## src/rtl/burst_decider.sv

```systemverilog
module burst_decider #(
  parameter int UTIL_W       = 8,
  parameter int WIN          = 10,
  parameter bit USE_INT_TICK = 1'b0,
  parameter int TICK_DIV     = 500000
) (
  input  logic              clk,
  input  logic              rst_n,
  input  logic              tick_i,
  input  logic [UTIL_W-1:0] util_i,
  input  logic [31:0]       status_i,
  input  logic [UTIL_W-1:0] thresh_i,
  input  logic              ack_i,
  output logic              enter_req_o,
  output logic              exit_req_o
);
  localparam int PW = (WIN > 1) ? $clog2(WIN) : 1;
  localparam int CW = $clog2(WIN + 1);
  localparam int DW = (TICK_DIV > 1) ? $clog2(TICK_DIV) : 1;

  logic tick_w;

  generate
    if (USE_INT_TICK) begin : g_div
      logic [DW-1:0] div_q;
      logic          unused_tick;
      assign unused_tick = tick_i;
      assign tick_w = (div_q == DW'(TICK_DIV - 1));
      always_ff @(posedge clk) begin
        if (!rst_n)      div_q <= '0;
        else if (tick_w) div_q <= '0;
        else             div_q <= div_q + 1'b1;
      end
    end else begin : g_ext
      assign tick_w = tick_i;
    end
  endgenerate

  logic [UTIL_W-1:0] win_q [WIN];
  logic [PW-1:0]     wptr_q;
  logic [CW-1:0]     fill_q;
  logic              eval_q, fuse_q, pend_q;
  logic [3:0]        field_q;
  logic [UTIL_W-1:0] thr_q, win_max;
  logic              unused_status;

  assign unused_status = ^{status_i[30:28], status_i[23:0]};

  always_ff @(posedge clk) begin
    if (!rst_n) begin
      for (int i = 0; i < WIN; i++) win_q[i] <= '0;
      wptr_q  <= '0;
      fill_q  <= '0;
      fuse_q  <= 1'b0;
      field_q <= '0;
      thr_q   <= '0;
    end else if (tick_w) begin
      win_q[wptr_q] <= util_i;
      wptr_q  <= (wptr_q == PW'(WIN - 1)) ? '0 : wptr_q + 1'b1;
      fill_q  <= (fill_q == CW'(WIN)) ? fill_q : fill_q + 1'b1;
      fuse_q  <= status_i[31];
      field_q <= status_i[27:24];
      thr_q   <= thresh_i;
    end
  end

  always_comb begin
    win_max = '0;
    for (int i = 0; i < WIN; i++)
      if (i < int'(fill_q) && win_q[i] > win_max) win_max = win_q[i];
  end

  wire active     = (field_q == 4'b0001);
  wire idle       = (field_q == 4'b0000);
  wire want_enter = fuse_q && idle && (win_max > thr_q);
  wire want_exit  = active && (!fuse_q || (win_max < thr_q));
  wire issue      = eval_q && !pend_q;

  always_ff @(posedge clk) begin
    if (!rst_n) begin
      eval_q      <= 1'b0;
      pend_q      <= 1'b0;
      enter_req_o <= 1'b0;
      exit_req_o  <= 1'b0;
    end else begin
      eval_q      <= tick_w;
      enter_req_o <= issue && want_enter;
      exit_req_o  <= issue && want_exit;
      if (issue && (want_enter || want_exit)) pend_q <= 1'b1;
      else if (ack_i)                         pend_q <= 1'b0;
    end
  end
endmodule


```

## config.mk

```make
export PLATFORM = sky130hd
export DESIGN_NAME = burst_decider
export DESIGN_NICKNAME = d
export VERILOG_FILES = /design/src/rtl/burst_decider.sv
export SDC_FILE = /design/constraint.sdc
export NUM_CORES = 1
export LEC_CHECK = 0
export ABC_AREA = 1
export BUFFER_PORTS_ARGS = -buffer_cell sky130_fd_sc_hd__buf_2
export CORE_MARGIN = 2
export CORE_UTILIZATION = 40
export CTS_BUF_LIST = sky130_fd_sc_hd__clkbuf_4 sky130_fd_sc_hd__clkbuf_8
export DETAILED_ROUTE_END_ITERATION = 10
export PLACE_DENSITY = 0.59
export SLEW_MARGIN = 5
export SYNTH_ARGS = -nofsm -noshare
export SYNTH_HDL_FRONTEND = slang
export SYNTH_SLANG_ARGS = --single-unit
```

## constraint.sdc

```tcl
create_clock -name clk -period 31 [get_ports clk]
set_input_delay 1.55 -clock clk [delete_from_list [all_inputs] [get_ports clk]]
set_output_delay 1.55 -clock clk [all_outputs]
set_load 0.01 [all_outputs]
```

# Word-level counts from Yosys, hierarchy flattened
# Memories as Yosys holds them, arrays and structs flattened.
# Cells that the tools add are included.
# totals
reg_bits,25
ram_bits,80
in_bits,52
output_inout_bits,2
wordCells,83
memories,1
# memory_table
memory,depth,width,read_ports,rd_ports_with_merged_regs,write_ports,line,source
win_q,10,8,10,0,10,39,logic [UTIL_W-1:0] win_q [WIN];
# classes
n_addsub,2
n_lt_le_gt_ge,22
eq_ne,3
muxes,20
bitwise_logic,1
reduce_logical,25
# op_table
cell,count
two-way mux 8 bit,11
greater-than comparator 8 bit,10
logical AND 1 bit,17
"less-than comparator 3 x 4 -> 1 bit, first input constant",4
"adder 4 x 1 -> 4 bit, second input constant",2
"== test 4 bit, second input constant",2
"greater-than comparator 8 x 1 -> 1 bit, second input constant",1
"less-than comparator 1 x 4 -> 1 bit, first input constant",2
"less-than comparator 2 x 4 -> 1 bit, first input constant",2
"less-than comparator 4 bit, first input constant",2
less-than comparator 8 bit,1
two-way mux 4 bit,2
OR reduction 8 bit,1
two-way mux 1 bit,7
"== test 4 x 1 -> 1 bit, second input constant",1
zero test 4 bit,1
zero test 1 bit,2
logical OR 1 bit,2
AND reduction 2 bit,1
nonzero test 2 bit,1
NOT 1 bit,1

# Logic depth before layout (Yosys ltp)
# Gate-level depths: netlist of run 1.
# logic_depth
depth_word,36
mapped_depth,118
mapped_depth_nobuf,111

# Worst setup path after synthesis of run 1
# No wires, ideal clock.
# synth_path
kind,reg-to-reg
startpoint,register fill_q[1]
endpoint,register pend_q
setup_ps,74
t_arrival_ps,13520
required_ps,30926
setup_slack_ps,17406
path_stages_with_launch,96
n_path_buf,7
period_less_slack_ps,13594
path_cell_list,dfxtp_1 inv_1 ha_1 inv_1 nor2_2 nor2_4 nand2_1 ha_1 nand2_1 nor2_1 nand2_1 nand2_1 nand2_2 clkbuf_1 o21ai_0 ha_1 a21oi_1 nor2_1 [60 not listed] inv_1 o21bai_1 a221oi_1 o211ai_1 nand2_1 inv_1 nand2_1 nand2_1 ha_1 inv_1 nor2_1 o21ai_0 nand2_1 nand2_1 o211ai_1 a2111oi_0 nand2_1 a31oi_1
# synth_via
elab_chain_cells,36
elab_cells_between_ends,48
classes_between,order compare (21); mux (11); reduce/logical (16)
# synth_rtl
item,line,source
"start, declared",41,logic [CW-1:0] fill_q;
"start signal, assigned",60,fill_q <= (fill_q == CW'(WIN)) ? fill_q : fill_q + 1'b1;
less-than comparator 1 x 4 -> 1 bit,70,if (i < int'(fill_q) && win_q[i] > win_max) win_max = win_q[i];
logical AND 1 bit,70,
two-way mux 8 bit,70,
greater-than comparator 8 bit,70,
logical AND 1 bit,70,
two-way mux 8 bit,70,
greater-than comparator 8 bit,70,
logical AND 1 bit,70,
[20 not listed],--,
logical AND 1 bit,70,
two-way mux 8 bit *,70,
less-than comparator 8 bit,76,wire want_exit = active && (!fuse_q || (win_max < thr_q));
logical OR 1 bit,76,
logical AND 1 bit,76,
logical OR 1 bit *,89,if (issue && (want_enter || want_exit)) pend_q <= 1'b1;
logical AND 1 bit *,89,
two-way mux 1 bit or nonzero test 2 bit (tied branches),--,
"end signal, assigned",82,pend_q <= 1'b0;
"end signal, assigned",89,
"end signal, assigned",90,else if (ack_i) pend_q <= 1'b0;
"end, declared",42,"logic eval_q, fuse_q, pend_q;"
# Every way passes the cells marked *; elsewhere a longest branch is shown, timed or not.
# A chain may end at the register's enable or synchronous reset.

# Final worst setup path of run 1
# Same ends and word-level chain as after synthesis.

==> flow_summary.toml, run 1 <==
[synth]
synth-seq-cells = 105
synth.cell_area_um2 = 7080
syn_inst = 895
largest_family_of_logic_cells_by_synthesized_area = "simple AND/OR/NAND/NOR gates"
yosys-mux-area-fraction = 0
share_of_the_yosys_chip_area_belonging_to_registers = 0.410
xor_xnor_portion_of_the_synthesized_cell_area = 0
post_synth.cell_area_avg_um2 = 7.91
synth-compound-area-share = 0.0995
simple_logic_cell_fraction_of_the_synthesized_area = 0.294
synth_fp_nets = 1018
yosys.area_share.adder = 0.126
number_of_different_library_cells_in_the_post_synthesis_netlist = 38
synth_warnings = 0

[drt]
routed_wire_per_std_cell_um = 13.9
drc = 0
initialDrtViolationCount = 324
avg_vias_per_cell = 4.92
postRouteWirelength_mm = 16.0
detailroute.via_count = 5657
first_pass_iters = 5
final_antenna_net_count = 0

[setup_path]
crit_family = "simple AND/OR/NAND/NOR gates"
worstSetupEndpointType = "flop"
crit_required_ns = 31.31
max_stage_delay_ns = 0.48
crit_path_frequent_cell = "nand2_1"
crit_path_top_delay_cell = "a2111oi_0"
worstPathArrival_ns = 15.97
timing.critical_path.buf_inv = 11
cp-start-kind = "flop"
critical_path_peak_fanout = 16
kind_of_critical_path = "flop to flop"

[cells_and_area]
insertedDiodeCount = 0
fillers = 1764
final_net_count = 1043
drive_gt1_frac = 0.103
final-instance-count-excl-fill = 1150
fin_util = 0.441
syn_to_final_growth_pct = 7.65

[run]
maxCapViolCount = 0

[timing]
setup_violations = 0
unrepaired_setup_endpoints_after_global_routing = "false"
skew_ns = 0.0144
min_period_over_period = 0.505
final_period_minus_worst_setup_slack_ns = 15.65
worst_pin_slew_ns = 1.08
fin_setup_tns_ns = 0
final_hold_viol_count = 0
holdWs_ns = 0.482
fmaxAchievable_mhz = 63.9
worst_slew_margin_rel = 0.276
drv_slew = 0

[cts]
clk_pin_slew_worst_paths_ns = 0.11
htreeDepth = 3
buffer_type_at_the_clock_tree_root = "clkbuf_8"
clk-insertion-delay-late_ns = 0.39
cts.repair_timing.setup_buffer_count = 0
holdBufCountCts = 0
cts.path.max_buffers = 2
cts.repair.resized = 0
tritoncts = "done"
tritoncts_num_sinks = 105
number_of_buffers_created_by_cts = 9

[global_route]
first_global_vias = 5297
grt.overflow.total = 0
grt_start_max_net_pins = 22
global_route_wire_length_before_repair_mm = 26.1
grt_antenna_before_repair = 0
grtUsageTotal = 0.180

[placement]
port_buffers = 26
place.gp.congestion = 0.806
dp_cells = 1134
dp_hpwl_mm = 12.5

[floorplanning]
core-area_um2 = 17300
io_pins = 54
std_cell_rows = 48
design.die.area_um2 = 18800
floorplan.die.height_um = 137
die-width_um = 137
start_util = 0.409

[run_status]
run_status = "finished, final reports clean"

[min_path]
worst_hold_path_type = "flop to flop"

[pwr]
irDropWorstVdd_v = 0.0000212
pwr_density_nw_per_um2 = 46.9
power.static_leakage_nw = 3.62
-- logic make-up (layout without fill, tap and decap cells) --
kind of cell               Yosys count  after routing
buffers and inverters              132            162
and+or+nand+nor                    469            469
AOI/OAI and AO/OA                  118            118
adders and majority gates           71             71
DFF                                105            105
-- worst min-delay path: cells and delay by family (launching register included) --
kind                   cells  cell delay, ns
AO/OA/AOI/OAI              1            0.07
buffers and inverters      1            0.06
flip-flops                 1            0.31
-- routing by layer --
layer / part of all wire / global-route usage / vias to the layer above
li1: - / - / 3021
met1: 0.51 / 0.248 / 2549
met2: 0.46 / 0.298 / 73
met3: 0.020 / 0.0219 / 14
met4: 0.012 / 0.0510 / 0
met5: 0 / 0 / -
-- path summary, 6_finish.rpt --
kind / from / end / slack, ns / cells past startpoint
setup / recovery: fill_q[1] / pend_q / 15.35 / 90
hold / removal: field_q[2] / field_q[2] / 0.48 / 2
setup reg to reg: fill_q[1] / pend_q / 15.35 / 90
hold reg to reg: field_q[2] / field_q[2] / 0.48 / 2
-- where the power goes --
part / switching (W) / internal [W] / leakage [nW]
sequential: 0.00000346 / 0.000157 / 1.03
combinational: 0.0000729 / 0.0000414 / 2.51
clock: 0.0000508 / 0.0000315 / 0.0786
-- state kept, by name (all words and copies together), names as in the netlist --
name,count
fuse_q,1
win_q,80
pend_q,1
wptr_q,4
field_q,4
fill_q,4
exit_req_o,1
enter_req_o,1
thr_q,8
eval_q,1
-- Yosys cell counts, drive strengths merged --
cell,count,share of area
a2111oi,1,0.0012
a211oi,7,0.0074
a21o,1,0.0011
a21oi,34,0.028
a221oi,1,0.0012
a22oi,2,0.0048
a31oi,2,0.0018
and2,6,0.0053
buf,2,0.0018
clkbuf,10,0.0053
clkinv,7,0.0037
dfxtp,25,0.071
edfxtp,80,0.34
ha,71,0.13
inv,113,0.060
nand2,236,0.14
nand3,74,0.057
nand3b,7,0.0074
nand4,9,0.0080
nor2,124,0.068
nor3,4,0.0028
nor4,2,0.0018
o211ai,4,0.0042
o21a,2,0.0021
o21ai,56,0.040
o21bai,7,0.0074
o22ai,1,0.00088
or2,7,0.0062
-- stage by stage --
stage	setup slack, ns	total power (W)	area, um^2
final	15.35	0.000357	7620
after floorplan	17.41	0.000251	7080
after global routing	13.58	0.000384	7620
after detailed placement	15.35	0.000278	7440
after CTS	15.28	0.000359	7620
after global placement	15.52	0.000276	7440
-- cell type report --
class | count | area (um^2) | share of cell area
inverters | 120 | 450 | 0.0591
well taps | 225 | 282 | 0.0369
flip-flops and latches | 105 | 2900 | 0.381
clock buffers | 10 | 138 | 0.0181
repair buffers | 26 | 130 | 0.0171
clock inverters | 6 | 42.5 | 0.00558
multi-input cells | 658 | 3670 | 0.482
-- layout by cell type (no fill, tap or decap), types with 5 or more instances in the layout --
cell      count
nand4_1       9
buf_2        26
nand3_2       7
nand3_1      67
or2_2         7
o21bai_1      7
clkbuf_8     10
clkinv_1      8
dfxtp_1      25
ha_1         71
nand2_1     211
a211oi_1      7
and2_1        6
nand3b_1      7
edfxtp_1     80
o21ai_0      56
nand2_4       5
inv_1       109
nand2_2      20
a21oi_1      29
nor2_1      120
(Power assumes the default switching activity.)
==> run 2, diff against run 1 <==
--- a/config.mk
+++ b/config.mk
@@ -11,7 +11,7 @@
 export CORE_UTILIZATION = 40
 export CTS_BUF_LIST = sky130_fd_sc_hd__clkbuf_4 sky130_fd_sc_hd__clkbuf_8
 export DETAILED_ROUTE_END_ITERATION = 10
-export PLACE_DENSITY = 0.59
+export PLACE_DENSITY = 0.61
 export SLEW_MARGIN = 5
 export SYNTH_ARGS = -nofsm -noshare
 export SYNTH_HDL_FRONTEND = slang
==> constraint.sdc (replaced) <==
create_clock -name clk -period 13.5 [get_ports clk]
set_input_delay 0.675 -clock clk [delete_from_list [all_inputs] [get_ports clk]]
set_output_delay 0.675 -clock clk [all_outputs]
set_load 0.01 [all_outputs]
==> run 2 against run 1 <==
Combinational power grew to 4.1 times the previous value. Final cell count grew 14%. Sequential power grew 130%. Core utilization grew 14 points. Non-clock buffer count grew 152. Critical path depth grew 4. Flip-flop and latch count is the same. Register-to-register slack lost 15 ns. Wire length grew 16%. Fmax grew 19%.
==> flow_summary.toml, run 2 (synthesized netlist as in run 1, its figures left out) <==
[run_status]
run_status = "finished, final reports clean"

[drt]
detailroute.via_count = 6473
avg_vias_per_cell = 4.94
postRouteWirelength_mm = 18.6
first_pass_iters = 4
initialDrtViolationCount = 262
final_antenna_net_count = 0
drc = 0
routed_wire_per_std_cell_um = 14.2

[floorplanning]
core-area_um2 = 17300
io_pins = 54
std_cell_rows = 48
start_util = 0.409
design.die.area_um2 = 18800
floorplan.die.height_um = 137
die-width_um = 137

[cells_and_area]
commonest_non_fill_non_tap_cell_in_the_layout = "nand2_1"
syn_to_final_growth_pct = 41.5
final_cell_mix = "nand2_1 (169), buf_4 (136), nor2_1 (113), inv_1 (100), edfxtp_1 (80)"
fin_util = 0.579
reg_top3 = "win_q: 80 flops, thr_q: 8 flops"
largest_reg_flops = 80
final_net_count = 1202
insertedDiodeCount = 0
largest-register = "win_q"
drive_gt1_frac = 0.381

[cts]
htreeDepth = 3
clk-insertion-delay-late_ns = 0.39
cts.path.max_buffers = 2
tritoncts = "done"
tritoncts_num_sinks = 105
number_of_buffers_created_by_cts = 9
buffer_type_at_the_clock_tree_root = "clkbuf_8"
clk_pin_slew_worst_paths_ns = 0.11

[timing]
fmaxAchievable_mhz = 75.8
postLayoutSetupSlackWorst_ns = 0.303
setup_violations = 0
min_period_over_period = 0.978
unrepaired_setup_endpoints_after_global_routing = "true"
final_period_minus_worst_setup_slack_ns = 13.20
fin_setup_tns_ns = 0
worst_pin_slew_ns = 1.08
worst_slew_margin_rel = 0.271
drv_slew = 0
final_hold_viol_count = 0
skew_ns = 0.0140

[global_route]
grt_start_max_net_pins = 22
first_global_vias = 5835
global_route_wire_length_before_repair_mm = 27.7
grtUsageTotal = 0.189
grt_antenna_before_repair = 0
grt.overflow.total = 0

[setup_path]
crit_required_ns = 13.83
crit_path_frequent_cell = "nand2_2"
critical_path_peak_fanout = 8
kind_of_critical_path = "flop to flop"
worstSetupEndpointType = "flop"
max_stage_delay_ns = 0.35
worstPathArrival_ns = 13.53
crit_path_top_delay_cell = "dfxtp_2"
cp-start-kind = "flop"

[placement]
place.gp.congestion = 0.819
dp_hpwl_mm = 13.0
pre_cts_ws_ns = -0.423
port_buffers = 26

[pwr]
clock_power_share = 0.180
pwr-share-comb = 0.459
power.static_leakage_nw = 4.55
irDropWorstVdd_v = 0.0000574
p_switching_w = 0.000370
switching_fraction = 0.359
pwr_density_nw_per_um2 = 103
intPower_w = 0.000661
seq_power_share = 0.361

[min_path]
worst_hold_path_type = "input port to flop"

[run]
maxCapViolCount = 0
## run 2: cell types whose count changed in the layout (fill, tap and decap cells not counted), sizes merged
cell      change
buf         +152
nand2         +7
clkinvlp      -3
clkinv        +2
clkbuf        +1
## run 2: per-layer routing
metal,track usage,routed length [um],up-vias
met5,0,0,-
met4,0.0550,322,0
met3,0.0193,523,22
met2,0.314,9260,91
met1,0.259,8520,3006
li1,-,-,3354
## run 2: final cells by class
| cell class | instances | area (um^2) |
|---|---|---|
| clock buffer | 11 | 145 |
| clock inverter | 5 | 30.0 |
| fill | 1486 | 7280 |
| inverter | 120 | 453 |
| multi-input combinational | 665 | 4850 |
| sequential | 105 | 2910 |
| tap | 225 | 282 |
| timing repair buffer | 178 | 1360 |
## run 2: through the flow
stage | hold slack [ns] | instance area [um^2] | std cells | total power [W]
2_1_floorplan | 0.447 | 7080 | 895 | 0.000578
3_3_place_gp | 0.463 | 8330 | 1250 | 0.000705
3_5_place_dp | 0.477 | 8330 | 1250 | 0.000712
4_1_cts | 0.471 | 8560 | 1267 | 0.000901
5_1_grt | 0.489 | 10000 | 1309 | 0.00110
6_report | 0.481 | 10000 | 1309 | 0.00103
## run 2: power by group through the flow
stage,clock network (W),logic (W),registers (W)
final,0.000186,0.000472,0.000372
after global routing,0.000200,0.000523,0.000374
after CTS,0.000187,0.000346,0.000369
after detailed placement,0,0.000336,0.000376
after global placement,0,0.000329,0.000375
after floorplan,0,0.000205,0.000373
## run 2: path summary, 6_finish.rpt
path	from	end	slack, ns	depth (start not counted)
worst min register to register	field_q[2]	field_q[2]	0.49	2
worst max register to register	fill_q[1]	pend_q	0.30	94
worst max-delay path	fill_q[1]	pend_q	0.30	94
worst min-delay path	status_i[25]	field_q[1]	0.48	3
## run 2: timing repair
action	CTS	global route
gates resized for setup	31	231
buffers inserted	0	40
hold buffers	0	0
endpoints found under the setup margin	3	3
pin swaps	2	111
cloned	1	6
## run 2: critical path: cells and delay by family, from the launching register on
kind / cells / cell delay [ns]
and+or+nand+nor: 42 / 4.29
AOI/OAI and AO/OA: 24 / 3.89
DFF: 1 / 0.35
adders and majority gates: 11 / 2.68
buffers and inverters: 17 / 1.92
